==> src/rtl/srb_pkg.sv <==
package srb_pkg;
  localparam int HOST_W = 32;
  localparam int DATA_W = 2 * HOST_W;
  localparam int FLD_W  = 8;

  // host byte offsets (software decodes these)
  localparam logic [7:0] OFS_CMD = 8'h2C;
  localparam logic [7:0] OFS_WHI = 8'h30;
  localparam logic [7:0] OFS_WLO = 8'h34;
  localparam logic [7:0] OFS_RHI = 8'h38;
  localparam logic [7:0] OFS_RLO = 8'h3C;
  localparam logic [7:0] OFS_CTL = 8'h40;
  localparam logic [7:0] OFS_EVT = 8'h44;

  // command word fields
  localparam int CMD_GO     = 0;
  localparam int CMD_WE     = 1;
  localparam int CMD_CANCEL = 2;
  localparam int CMD_OFF_LO = 16;
  localparam int CMD_PG_LO  = 24;

  // control word fields
  localparam int CTL_IEN  = 1;
  localparam int CTL_REQ  = 3;
  localparam int CTL_GNT  = 4;
  localparam int CTL_INIT = 6;

  typedef struct packed {
    logic [FLD_W-1:0] page;
    logic [FLD_W-1:0] off;
    logic             we;
  } xfer_t;

  function automatic xfer_t cmd_decode(logic [HOST_W-1:0] w);
    xfer_t x;
    x.page = w[CMD_PG_LO +: FLD_W];
    x.off  = w[CMD_OFF_LO +: FLD_W];
    x.we   = w[CMD_WE];
    return x;
  endfunction

  function automatic logic [HOST_W-1:0] cmd_encode(xfer_t x, logic go);
    logic [HOST_W-1:0] w;
    w = '0;
    w[CMD_PG_LO +: FLD_W]  = x.page;
    w[CMD_OFF_LO +: FLD_W] = x.off;
    w[CMD_WE]              = x.we;
    w[CMD_GO]              = go;
    return w;
  endfunction

  function automatic logic [HOST_W-1:0] ctl_encode(logic ien, logic req, logic gnt, logic init);
    logic [HOST_W-1:0] w;
    w = '0;
    w[CTL_IEN]  = ien;
    w[CTL_REQ]  = req;
    w[CTL_GNT]  = gnt;
    w[CTL_INIT] = init;
    return w;
  endfunction

  // sticky capture step: clear first, then fresh pulses win
  function automatic logic [HOST_W-1:0] sticky_next(logic [HOST_W-1:0] cur,
                                                    logic [HOST_W-1:0] clr,
                                                    logic [HOST_W-1:0] pulse);
    return (cur & ~clr) | pulse;
  endfunction
endpackage

==> src/rtl/srb_grant.sv <==
module srb_grant (
  input  logic clk,
  input  logic rst_n,
  input  logic req,
  input  logic busy,
  output logic gnt
);
  // grant is given only from idle, kept while request stays set
  always_ff @(posedge clk or negedge rst_n) begin
    if (!rst_n) gnt <= 1'b0;
    else        gnt <= req & (gnt | ~busy);
  end
endmodule

==> src/rtl/srb_engine.sv <==
module srb_engine
  import srb_pkg::*;
#(
  parameter int DW = DATA_W
) (
  input  logic          clk,
  input  logic          rst_n,
  input  logic          start,
  input  logic          cancel,
  input  xfer_t         new_x,
  input  logic          tgt_ready,
  input  logic [DW-1:0] tgt_rdata,
  output logic          busy,
  output logic          done,
  output xfer_t         cur_x,
  output logic [DW-1:0] rd_q
);
  assign done = busy & tgt_ready & ~cancel;

  always_ff @(posedge clk or negedge rst_n) begin
    if (!rst_n) begin
      busy  <= 1'b0;
      cur_x <= '0;
      rd_q  <= '0;
    end else if (cancel) begin
      busy <= 1'b0;
      rd_q <= '0;
    end else if (done) begin
      busy <= 1'b0;
      if (!cur_x.we) rd_q <= tgt_rdata;
    end else if (start && !busy) begin
      busy  <= 1'b1;
      cur_x <= new_x;
    end
  end
endmodule

==> src/rtl/srb_evt_cap.sv <==
module srb_evt_cap
  import srb_pkg::*;
#(
  parameter int EVW = 13
) (
  input  logic           clk,
  input  logic           rst_n,
  input  logic [EVW-1:0] pulse,
  input  logic           clr_en,
  input  logic [EVW-1:0] clr_mask,
  output logic [EVW-1:0] cap
);
  logic [HOST_W-1:0] nxt;

  always_comb begin
    nxt = sticky_next(HOST_W'(cap), clr_en ? HOST_W'(clr_mask) : '0, HOST_W'(pulse));
  end

  always_ff @(posedge clk or negedge rst_n) begin
    if (!rst_n) cap <= '0;
    else        cap <= nxt[EVW-1:0];
  end
endmodule

==> src/rtl/sw_reg_bridge.sv <==
module sw_reg_bridge
  import srb_pkg::*;
#(
  parameter  int NPORT = 8,
  localparam int EVW   = NPORT + 5
) (
  input  logic              clk,
  input  logic              rst_n,
  input  logic              host_wr,
  input  logic [7:0]        host_addr,
  input  logic [HOST_W-1:0] host_wdata,
  output logic [HOST_W-1:0] host_rdata,
  input  logic              init_done,
  input  logic [EVW-1:0]    evt_pulse,
  output logic              irq,
  output logic              tgt_req,
  output logic              tgt_we,
  output logic [FLD_W-1:0]  tgt_page,
  output logic [FLD_W-1:0]  tgt_addr,
  output logic [DATA_W-1:0] tgt_wdata,
  input  logic [DATA_W-1:0] tgt_rdata,
  input  logic              tgt_ready
);
  // named internal events
  logic              wr_cmd, wr_ctl, wr_evt;
  logic              cmd_go_wr, cmd_cancel, cmd_start, cmd_done;
  logic              busy, gnt;
  logic              ctl_req, irq_en;
  logic [HOST_W-1:0] wd_hi, wd_lo;
  logic [DATA_W-1:0] rd_q;
  logic [EVW-1:0]    cap;
  xfer_t             cur_x;

  assign wr_cmd     = host_wr && (host_addr == OFS_CMD);
  assign wr_ctl     = host_wr && (host_addr == OFS_CTL);
  assign wr_evt     = host_wr && (host_addr == OFS_EVT);
  assign cmd_cancel = wr_cmd && host_wdata[CMD_CANCEL];
  assign cmd_go_wr  = wr_cmd && host_wdata[CMD_GO] && !host_wdata[CMD_CANCEL];
  assign cmd_start  = cmd_go_wr && gnt;

  always_ff @(posedge clk or negedge rst_n) begin
    if (!rst_n) begin
      ctl_req <= 1'b0;
      irq_en  <= 1'b0;
      wd_hi   <= '0;
      wd_lo   <= '0;
    end else if (host_wr) begin
      if (wr_ctl) begin
        ctl_req <= host_wdata[CTL_REQ];
        irq_en  <= host_wdata[CTL_IEN];
      end
      if (host_addr == OFS_WHI) wd_hi <= host_wdata;
      if (host_addr == OFS_WLO) wd_lo <= host_wdata;
    end
  end

  srb_grant u_grant (
    .clk  (clk),
    .rst_n(rst_n),
    .req  (ctl_req),
    .busy (busy),
    .gnt  (gnt)
  );

  srb_engine #(.DW(DATA_W)) u_engine (
    .clk      (clk),
    .rst_n    (rst_n),
    .start    (cmd_start),
    .cancel   (cmd_cancel),
    .new_x    (cmd_decode(host_wdata)),
    .tgt_ready(tgt_ready),
    .tgt_rdata(tgt_rdata),
    .busy     (busy),
    .done     (cmd_done),
    .cur_x    (cur_x),
    .rd_q     (rd_q)
  );

  srb_evt_cap #(.EVW(EVW)) u_evt (
    .clk     (clk),
    .rst_n   (rst_n),
    .pulse   (evt_pulse),
    .clr_en  (wr_evt),
    .clr_mask(host_wdata[EVW-1:0]),
    .cap     (cap)
  );

  assign tgt_req   = busy;
  assign tgt_we    = cur_x.we;
  assign tgt_page  = cur_x.page;
  assign tgt_addr  = cur_x.off;
  assign tgt_wdata = {wd_hi, wd_lo};
  assign irq       = irq_en & (|cap);

  always_comb begin
    host_rdata = '0;
    case (host_addr)
      OFS_CMD: host_rdata = cmd_encode(cur_x, busy);
      OFS_WHI: host_rdata = wd_hi;
      OFS_WLO: host_rdata = wd_lo;
      OFS_RHI: host_rdata = rd_q[DATA_W-1:HOST_W];
      OFS_RLO: host_rdata = rd_q[HOST_W-1:0];
      OFS_CTL: host_rdata = ctl_encode(irq_en, ctl_req, gnt, init_done);
      OFS_EVT: host_rdata[EVW-1:0] = cap;
      default: host_rdata = '0;
    endcase
  end
endmodule

==> config.mk <==
export PLATFORM = sky130hd
export DESIGN_NAME = sw_reg_bridge
export DESIGN_NICKNAME = d
export VERILOG_FILES = /design/src/rtl/srb_pkg.sv /design/src/rtl/srb_grant.sv /design/src/rtl/srb_engine.sv /design/src/rtl/srb_evt_cap.sv /design/src/rtl/sw_reg_bridge.sv
export SDC_FILE = /design/constraint.sdc
export NUM_CORES = 1
export LEC_CHECK = 0
export BUFFER_PORTS_ARGS = -buffer_cell sky130_fd_sc_hd__clkbuf_2
export CAP_MARGIN = 25
export CORE_UTILIZATION = 35
export DETAILED_ROUTE_END_ITERATION = 8
export PLACE_DENSITY_LB_ADDON = 0.15
export REMOVE_ABC_BUFFERS = 1
export SKIP_CTS_REPAIR_TIMING = 1
export SYNTH_ARGS = -nofsm -noshare
export SYNTH_HDL_FRONTEND = slang
export SYNTH_HIERARCHICAL = 1
export SYNTH_SLANG_ARGS = --single-unit
==> constraint.sdc <==
create_clock -name clk -period 2.5 [get_ports clk]
set_clock_uncertainty 0.15 [all_clocks]
set_input_delay 0.5 -clock clk [delete_from_list [all_inputs] [get_ports clk]]
set_output_delay 0.5 -clock clk [all_outputs]
set_load 0.05 [all_outputs]
# Word-level counts from Yosys, hierarchy flattened
# Index checks and enable logic that the tools add are counted.
[totals] regBits=162 in_bits=122 output_inout_bits=115
[op_classes] eq_ne=8 mux=9 bitwise_logic=11 n_reduce_logical=18
[ops] cell="64-bit 2-to-1 mux" count=3
[ops] cell="19-bit one-hot mux with 5 select lines" count=1
[ops] cell="13-bit one-hot mux with 7 select lines" count=1
[ops] cell="8-bit by 6-bit == test with 1-bit output, second input constant" count=5
[ops] cell="8-bit by 7-bit == test with 1-bit output, second input constant" count=2
[ops] cell="13-bit bitwise AND" count=1
[ops] cell="13-bit 2-to-1 mux" count=1
[ops] cell="13-bit NOT" count=1
[ops] cell="13-bit OR" count=1
[ops] cell="13-bit OR reduction" count=1
[ops] cell="1-bit logical AND" count=8
[ops] cell="2-bit AND reduction" count=4
[ops] cell="1-bit bitwise AND" count=4
[ops] cell="1-bit 2-to-1 mux" count=3
[ops] cell="1-bit NOT" count=3
[ops] cell="3-bit AND reduction" count=1
[ops] cell="3-bit nonzero test" count=1
[ops] cell="1-bit zero test" count=2
[ops] cell="2-bit by 1-bit inequality test with 1-bit output, second input constant" count=1
[ops] cell="2-bit nonzero test" count=1
[ops] cell="1-bit OR" count=1

# Longest topological paths before layout
# Gate-level depths: netlist (run 1).
[logic_depth] depth_word=9 mapped_depth=9 mapped_depth_nobuf=6

# Cells and area by module
# The synthesis (run 1) kept the hierarchy.
[by_module_without_submodules] module="srb_engine" instances=1 cells_each=320 area_each_um2=3877.5
[by_module_without_submodules] module="sw_reg_bridge" instances=1 cells_each=312 area_each_um2=3595.9
[by_module_without_submodules] module="srb_evt_cap" instances=1 cells_each=40 area_each_um2=483.0
[by_module_without_submodules] module="srb_grant" instances=1 cells_each=3 area_each_um2=36.3

# Least setup slack after synthesis (run 1)
# OpenSTA, ideal clock, no wires.
[synth_timing] path_kind="in2out" start="input port host_addr[1]" end="output port host_rdata[24]" t_arrival_ns=2.503 required_ns=1.850 setup_slack_ns=-0.653 path_stages=5 n_path_buf=1 path_cell_list="nor4_4 > clkbuf_1 > a22o_1 > a221oi_1 > o21ai_0"
[synth_via] elab_chain_cells=2
[synth_lines] element="start: declaration" line="sw_reg_bridge.sv:10" rtl="input logic [7:0] host_addr,"
[synth_lines] element="8-bit by 6-bit == test with 1-bit output" line="sw_reg_bridge.sv:97" rtl="case (host_addr)"
[synth_lines] element="19-bit one-hot mux with 5 select lines *" line="sw_reg_bridge.sv:97"
[synth_lines] element="end: declaration" line="sw_reg_bridge.sv:12" rtl="output logic [HOST_W-1:0] host_rdata,"
# Every way passes the cells marked *; elsewhere a longest branch is shown, timed or not.

# Worst setup path after layout (run 1)
[layout_timing] start="input port host_addr[3]" end="output port host_rdata[19]"
# Same word-level chain as after synthesis.

==> key figures, run 1 <==
Synth
  – Synthesized cell area: 7990 um^2
  – Synth warn: 6
  – Syn avg cell area: 11.9 um^2
  – Synth Instances: 673

Global routing
  – GRT overflow: 0
  – Largest net degree at the start of global routing: 61
  – Initial antenna violation count: 1
  – GRT Total Usage: 0.204
  – Global-route wire length before repair: 36.7 mm
  – Vias in the first global route: 6330

STA
  – Min Tclk post-route: around 2700 ps
  – Final WS setup: -185 ps
  – Worst slew margin: 0.694
  – Slew @ Worst Pin: 458 ps
  – Slew Limit Fails: 0
  – Final hold viol count: 0
  – Period utilization: 1.07
  – Endpoints failing setup: 31
  – F_max: roughly 0.37 GHz
  – RSZ-0062 raised after global routing: true

Detailed routing
  – Met3 Wirelength: between 1.5 and 2 mm
  – Routed WL per cell: 20.1 um
  – Metal1 wirelength: ~12 mm
  – DRT Pass-1 Iters: 5
  – Via count: between 6000 and 7000
  – WL met2: 11.3 mm
  – Routed Antenna Nets: 0
  – Post-Route WL: 25.1 mm
  – Top Layer Used: met5
  – # DRC: 0
  – Avg Vias per Cell: 5.12
  – DRT iter0 DRCs: ~310

Floorplanning
  – I/O pins: 237
  – Num rows: 54
  – Die area: approximately 23000 um^2
  – Core area: 22100 um^2
  – Initial Util: 0.361
  – Die W: 153 um
  – Die Height: 153 um

Power
  – Power density cells: ~550 nW/um^2
  – VDD IR max: 0.397 mV
  – LEAKAGE: 5.43 nW

Finish
  – Area occupied by multi-input gates: 3890 um^2
  – Reg area: 4050 um^2
  – Inserted Diodes: 0
  – Fillers: around 2000
  – Share of layout cells above drive strength 1: 0.429
  – Fin util: 0.516
  – Synth-to-Final Area Change: 42.7%
  – Final Net Count: 1081

Setup path
  – Crit path capture type: primary output
  – Data required time of the critical path: 1850 ps
  – CP startpoint kind: primary input
  – Worst Path Max Fanout: 5
  – Critical path class: in2out
  – R2R setup slack: 620 ps
  – Crit path DAT: 2040 ps

Placement
  – Dpl ws: -307 ps
  – PortBufs: 236
  – Post-DP HPWL: 17.2 mm
  – GPL Wtd Cong: roughly 0.79

Clocking
  – Clock Latency Late Sink: around 420 ps
  – Number of buffers created by CTS: 17
  – H-tree depth: 4
  – CTS max path bufs: 2
  – CTS root buffer: clkbuf_16
  – Reg clk slew, reported paths: approximately 60 ps
  – CTS tree: done
  – Clock sinks: approximately 160

Status
  – Failing checks: negative setup slack
  – Status: finished, violations left

Hold path
  – Min-delay worst type: in2reg

Job
  – Max Cap Viol: 0
## critical path: stages
cell       delay (ps)
buf_6              90
buf_6             120
nor4_4            270
buf_6             160
buf_12            100
clkbuf_16         130
buf_8             120
a22o_1            140
a221oi_2           40
o21ai_1           170
buf_6             180
## area by class of cell
type | count | area share
well taps | 280 | 0.0307
multi-input cells | 460 | 0.341
clock buffers | 21 | 0.0413
clock inverters | 11 | 0.0155
flip-flops and latches | 162 | 0.356
repair buffers | 315 | 0.214
inverters | 3 | 0.000988
## through the flow
| stage | TNS, ps | std cells | power (mW) | area (um^2) | hold slack [ps] |
|---|---|---|---|---|---|
| 2_1_floorplan | -390390 | 624 | 3.03 | 7720 | 54.4 |
| 3_3_place_gp | -11790 | 1195 | 3.36 | 9950 | 322 |
| 3_5_place_dp | -11500 | 1195 | 3.36 | 9950 | 320 |
| 4_1_cts | -7750 | 1227 | 6.24 | 10600 | -141 |
| 5_1_grt | -5250 | 1252 | 6.46 | 11400 | 102 |
| 6_report | -3630 | 1252 | 6.23 | 11400 | 116 |
## routing by layer
metal  vias to the layer above  track usage
met5                         -            0
met4                         2       0.0548
met3                         6       0.0530
met2                       210        0.305
met1                      3197        0.292
li1                       3001            -
## placed cells by master (no fill, tap or decap), types with 3 or more instances in the layout
cell type  count
mux2_1        60
a22o_1        28
dfrtp_1      162
clkbuf_16     24
o21ai_2        6
o21ai_1       22
a221oi_1       7
a221oi_2      17
a22oi_1        5
mux2i_1       64
a21o_1        13
buf_12        20
buf_6         45
nand2b_1     130
clkbuf_8       3
a22oi_2        6
buf_8          4
mux2_2        23
buf_4         39
clkinv_4       4
a222oi_1       4
clkbuf_2     199
nand2_1       38
nor4b_4        3
inv_1          3
bufinv_16      4
## worst paths after layout
kind / from / endpoint / depth (start not counted)
min: evt_pulse[9] / u_evt/cap[9] / 2
max reg2reg: u_engine/busy / u_engine/rd_q[58] / 3
max in group asynchronous: rst_n / u_engine/rd_q[13] / 3
min in group asynchronous: rst_n / wd_hi[24] / 2
max: host_addr[3] / host_rdata[19] / 11
min reg2reg: u_evt/cap[2] / u_evt/cap[2] / 1
## state kept, by name, summed over array words and instances (netlist names)
| signal | flops |
|---|---|
| u_evt/cap | 13 |
| u_engine/cur_x | 17 |
| irq_en | 1 |
| u_grant/gnt | 1 |
| wd_hi | 32 |
| ctl_req | 1 |
| u_engine/rd_q | 64 |
| wd_lo | 32 |
| u_engine/busy | 1 |
## power breakdown
group	switching, mW	total, mW	internal [mW]
clock network	1.09	2.86	1.76
registers	0.0518	2.73	2.67
logic	0.416	0.648	0.232
No activity file was read; power rests on OpenSTA's default activity.
==> run 2, diff against run 1 <==
--- a/config.mk
+++ b/config.mk
@@ -7,11 +7,14 @@
 export LEC_CHECK = 0
 export BUFFER_PORTS_ARGS = -buffer_cell sky130_fd_sc_hd__clkbuf_2
 export CAP_MARGIN = 25
-export CORE_UTILIZATION = 35
+export CELL_PAD_IN_SITES_DETAIL_PLACEMENT = 1
+export CELL_PAD_IN_SITES_GLOBAL_PLACEMENT = 2
+export CORE_UTILIZATION = 33
 export DETAILED_ROUTE_END_ITERATION = 8
 export PLACE_DENSITY_LB_ADDON = 0.15
 export REMOVE_ABC_BUFFERS = 1
 export SKIP_CTS_REPAIR_TIMING = 1
+export SLEW_MARGIN = 10
 export SYNTH_ARGS = -nofsm -noshare
 export SYNTH_HDL_FRONTEND = slang
 export SYNTH_HIERARCHICAL = 1
==> run 2 against run 1 <==
Effect of this change: the flow still finishes with violations (negative setup slack); critical path type unchanged; critical path depth decreased by 1; final cell count increased by 3.0%; combinational power increased by 1%; sequential power about the same; fmax decreased by 0.46%; power decreased by 4.5%; sequential share of layout area decreased by 0.44 points; setup slack got worse by 13 ps; sequential cell count unchanged; via count increased by 2.8%; clock power decreased by 10%; clock-buffer cell count decreased by 4.
==> key figures, run 2 (synthesis results as in run 1) <==
Status
  – Status: finished, violations left
  – Failing checks: negative setup slack

STA
  – Min Tclk post-route: 2700 ps
  – Worst slew margin: 0.656
  – Slew @ Worst Pin: 516 ps
  – RSZ-0062 raised after global routing: true
  – Final hold viol count: 0
  – F_max: between 0.3 and 0.4 GHz
  – Slew Limit Fails: 0
  – Final WS setup: -198 ps
  – Endpoints failing setup: 32
  – Period utilization: 1.08
  – Hold slack: a little over 100 ps

Job
  – Max Cap Viol: 0

Hold path
  – Min-Delay Startpoint: evt_pulse[9]
  – Worst hold path depth: 2
  – Min-delay worst type: in2reg
  – Hold EP: u_evt/cap[9]

Finish
  – Area occupied by multi-input gates: 3930 um^2
  – Inserted Diodes: 0
  – Largest register FFs: 64
  – Fillers: 2534
  – Share of layout cells above drive strength 1: 0.435
  – Largest Register: u_engine/rd_q
  – Fin util: 0.489
  – Synth-to-Final Area Change: 44.5%
  – Post-layout instance area: approximately 12000 um^2
  – Non-filler instance count after layout: about 1300
  – Reg area: ~4000 um^2
  – Commonest non-fill, non-tap cell in the layout: clkbuf_2
  – Most frequent cells in the layout: clkbuf_2 (199), dfrtp_1 (162), nand2b_1 (130)
  – Largest registers: u_engine/rd_q x64, wd_hi x32, wd_lo x32
  – Final Net Count: 1079

Detailed routing
  – DRT Pass-1 Iters: 4
  – Via count: 6593
  – Post-Route WL: 29.1 mm
  – # DRC: 0
  – Avg Vias per Cell: 5.11
  – Routed WL per cell: around 23 um
  – Routed Antenna Nets: 0
  – DRT iter0 DRCs: ~300

Placement
  – DP Cell Count: 1236
  – Area post-placement: 10200 um^2
  – GPL Wtd Cong: 0.780
  – PortBufs: 236
  – Post-DP HPWL: 19.2 mm

Setup path
  – FF-to-FF Start: u_engine/busy
  – Worst Path Max Fanout: 5
  – Critical path class: in2out
  – Data required time of the critical path: 1850 ps
  – R2R Path End: u_engine/rd_q[51]
  – R2R cell count: 3
  – CP startpoint kind: primary input
  – R2R setup slack: 600 ps
  – Crit path capture type: primary output
  – Crit path DAT: around 2100 ps

Clocking
  – CTS tree: done
  – CTS root buffer: clkbuf_16
  – H-tree depth: 4
  – Clock sinks: 162
  – Reg clk slew, reported paths: 70 ps
  – Number of buffers created by CTS: 17
  – CTS max path bufs: 2
  – Clock Latency Late Sink: 430 ps

Floorplanning
  – Die Height: 158 um
  – Die area: 24800 um^2
  – Num rows: 56
  – I/O pins: between 200 and 250
  – Initial Util: 0.338
  – Die W: approximately 160 um
  – Core area: 23600 um^2

Global routing
  – Largest net degree at the start of global routing: 71
  – GRT Total Usage: 0.228
  – GRT overflow: 0
  – Global-route wire length before repair: ~42 mm
  – Initial antenna violation count: 3
  – Vias in the first global route: a little over 7000

Power
  – Power density cells: 516 nW/um^2
  – VDD IR max: 0.286 mV
  – LEAKAGE: around 5.4 nW
## run 2: through the flow
step,worst slack [ps],power (mW),TNS [ps]
2_1_floorplan,-3650,3.03,-390390
3_3_place_gp,-342,3.36,-15110
3_5_place_dp,-371,3.38,-20300
4_1_cts,-376,5.96,-8660
5_1_grt,-227,6.17,-5370
6_report,-198,5.95,-3190
## run 2: where the power goes
part | total, mW | internal [mW] | leakage, nW | switching, mW
Clock | 2.57 | 1.32 | 0.263 | 1.25
Combinational | 0.657 | 0.231 | 3.00 | 0.425
Sequential | 2.72 | 2.67 | 2.18 | 0.0527
Total | 5.95 | 4.22 | 5.45 | 1.73
## run 2: final cells by class
| class | instances | share of cell area |
|---|---|---|
| Tap cell | 319 | 0.0346 |
| Clock buffer | 17 | 0.0369 |
| Multi-Input combinational cell | 460 | 0.341 |
| Inverter | 3 | 0.000976 |
| Clock inverter | 15 | 0.0119 |
| Sequential cell | 162 | 0.351 |
| Timing Repair Buffer | 313 | 0.223 |
## run 2: critical path: stages
cell	delay, ps
buf_12	110
buf_6	110
nor4b_4	280
buf_4	190
buf_12	140
buf_16	130
a221oi_1	70
o21ai_1	220
buf_4	160
buf_12	120
## run 2: worst max-delay path by stage
| stage | startpoint | endpoint | slack (ps) | depth (start not counted) |
|---|---|---|---|---|
| 6_report | host_addr[0] | host_rdata[23] | -200 | 10 |
| 5_1_grt | host_addr[0] | host_rdata[0] | -230 | 9 |
| 4_1_cts | host_addr[1] | host_rdata[23] | -380 | 9 |
| 3_5_place_dp | host_addr[1] | host_rdata[23] | -370 | 9 |
| 3_3_place_gp | host_addr[1] | host_rdata[23] | -340 | 9 |
| 2_1_floorplan | host_addr[0] | u_engine/cur_x[0] | -3650 | 5 |
## run 2: metal layers
| metal | track usage | routed length (um) |
|---|---|---|
| met1 | 0.278 | 12500 |
| met2 | 0.398 | 14600 |
| met3 | 0.0529 | 1520 |
| met4 | 0.0717 | 461 |
| met5 | 0 | 41 |
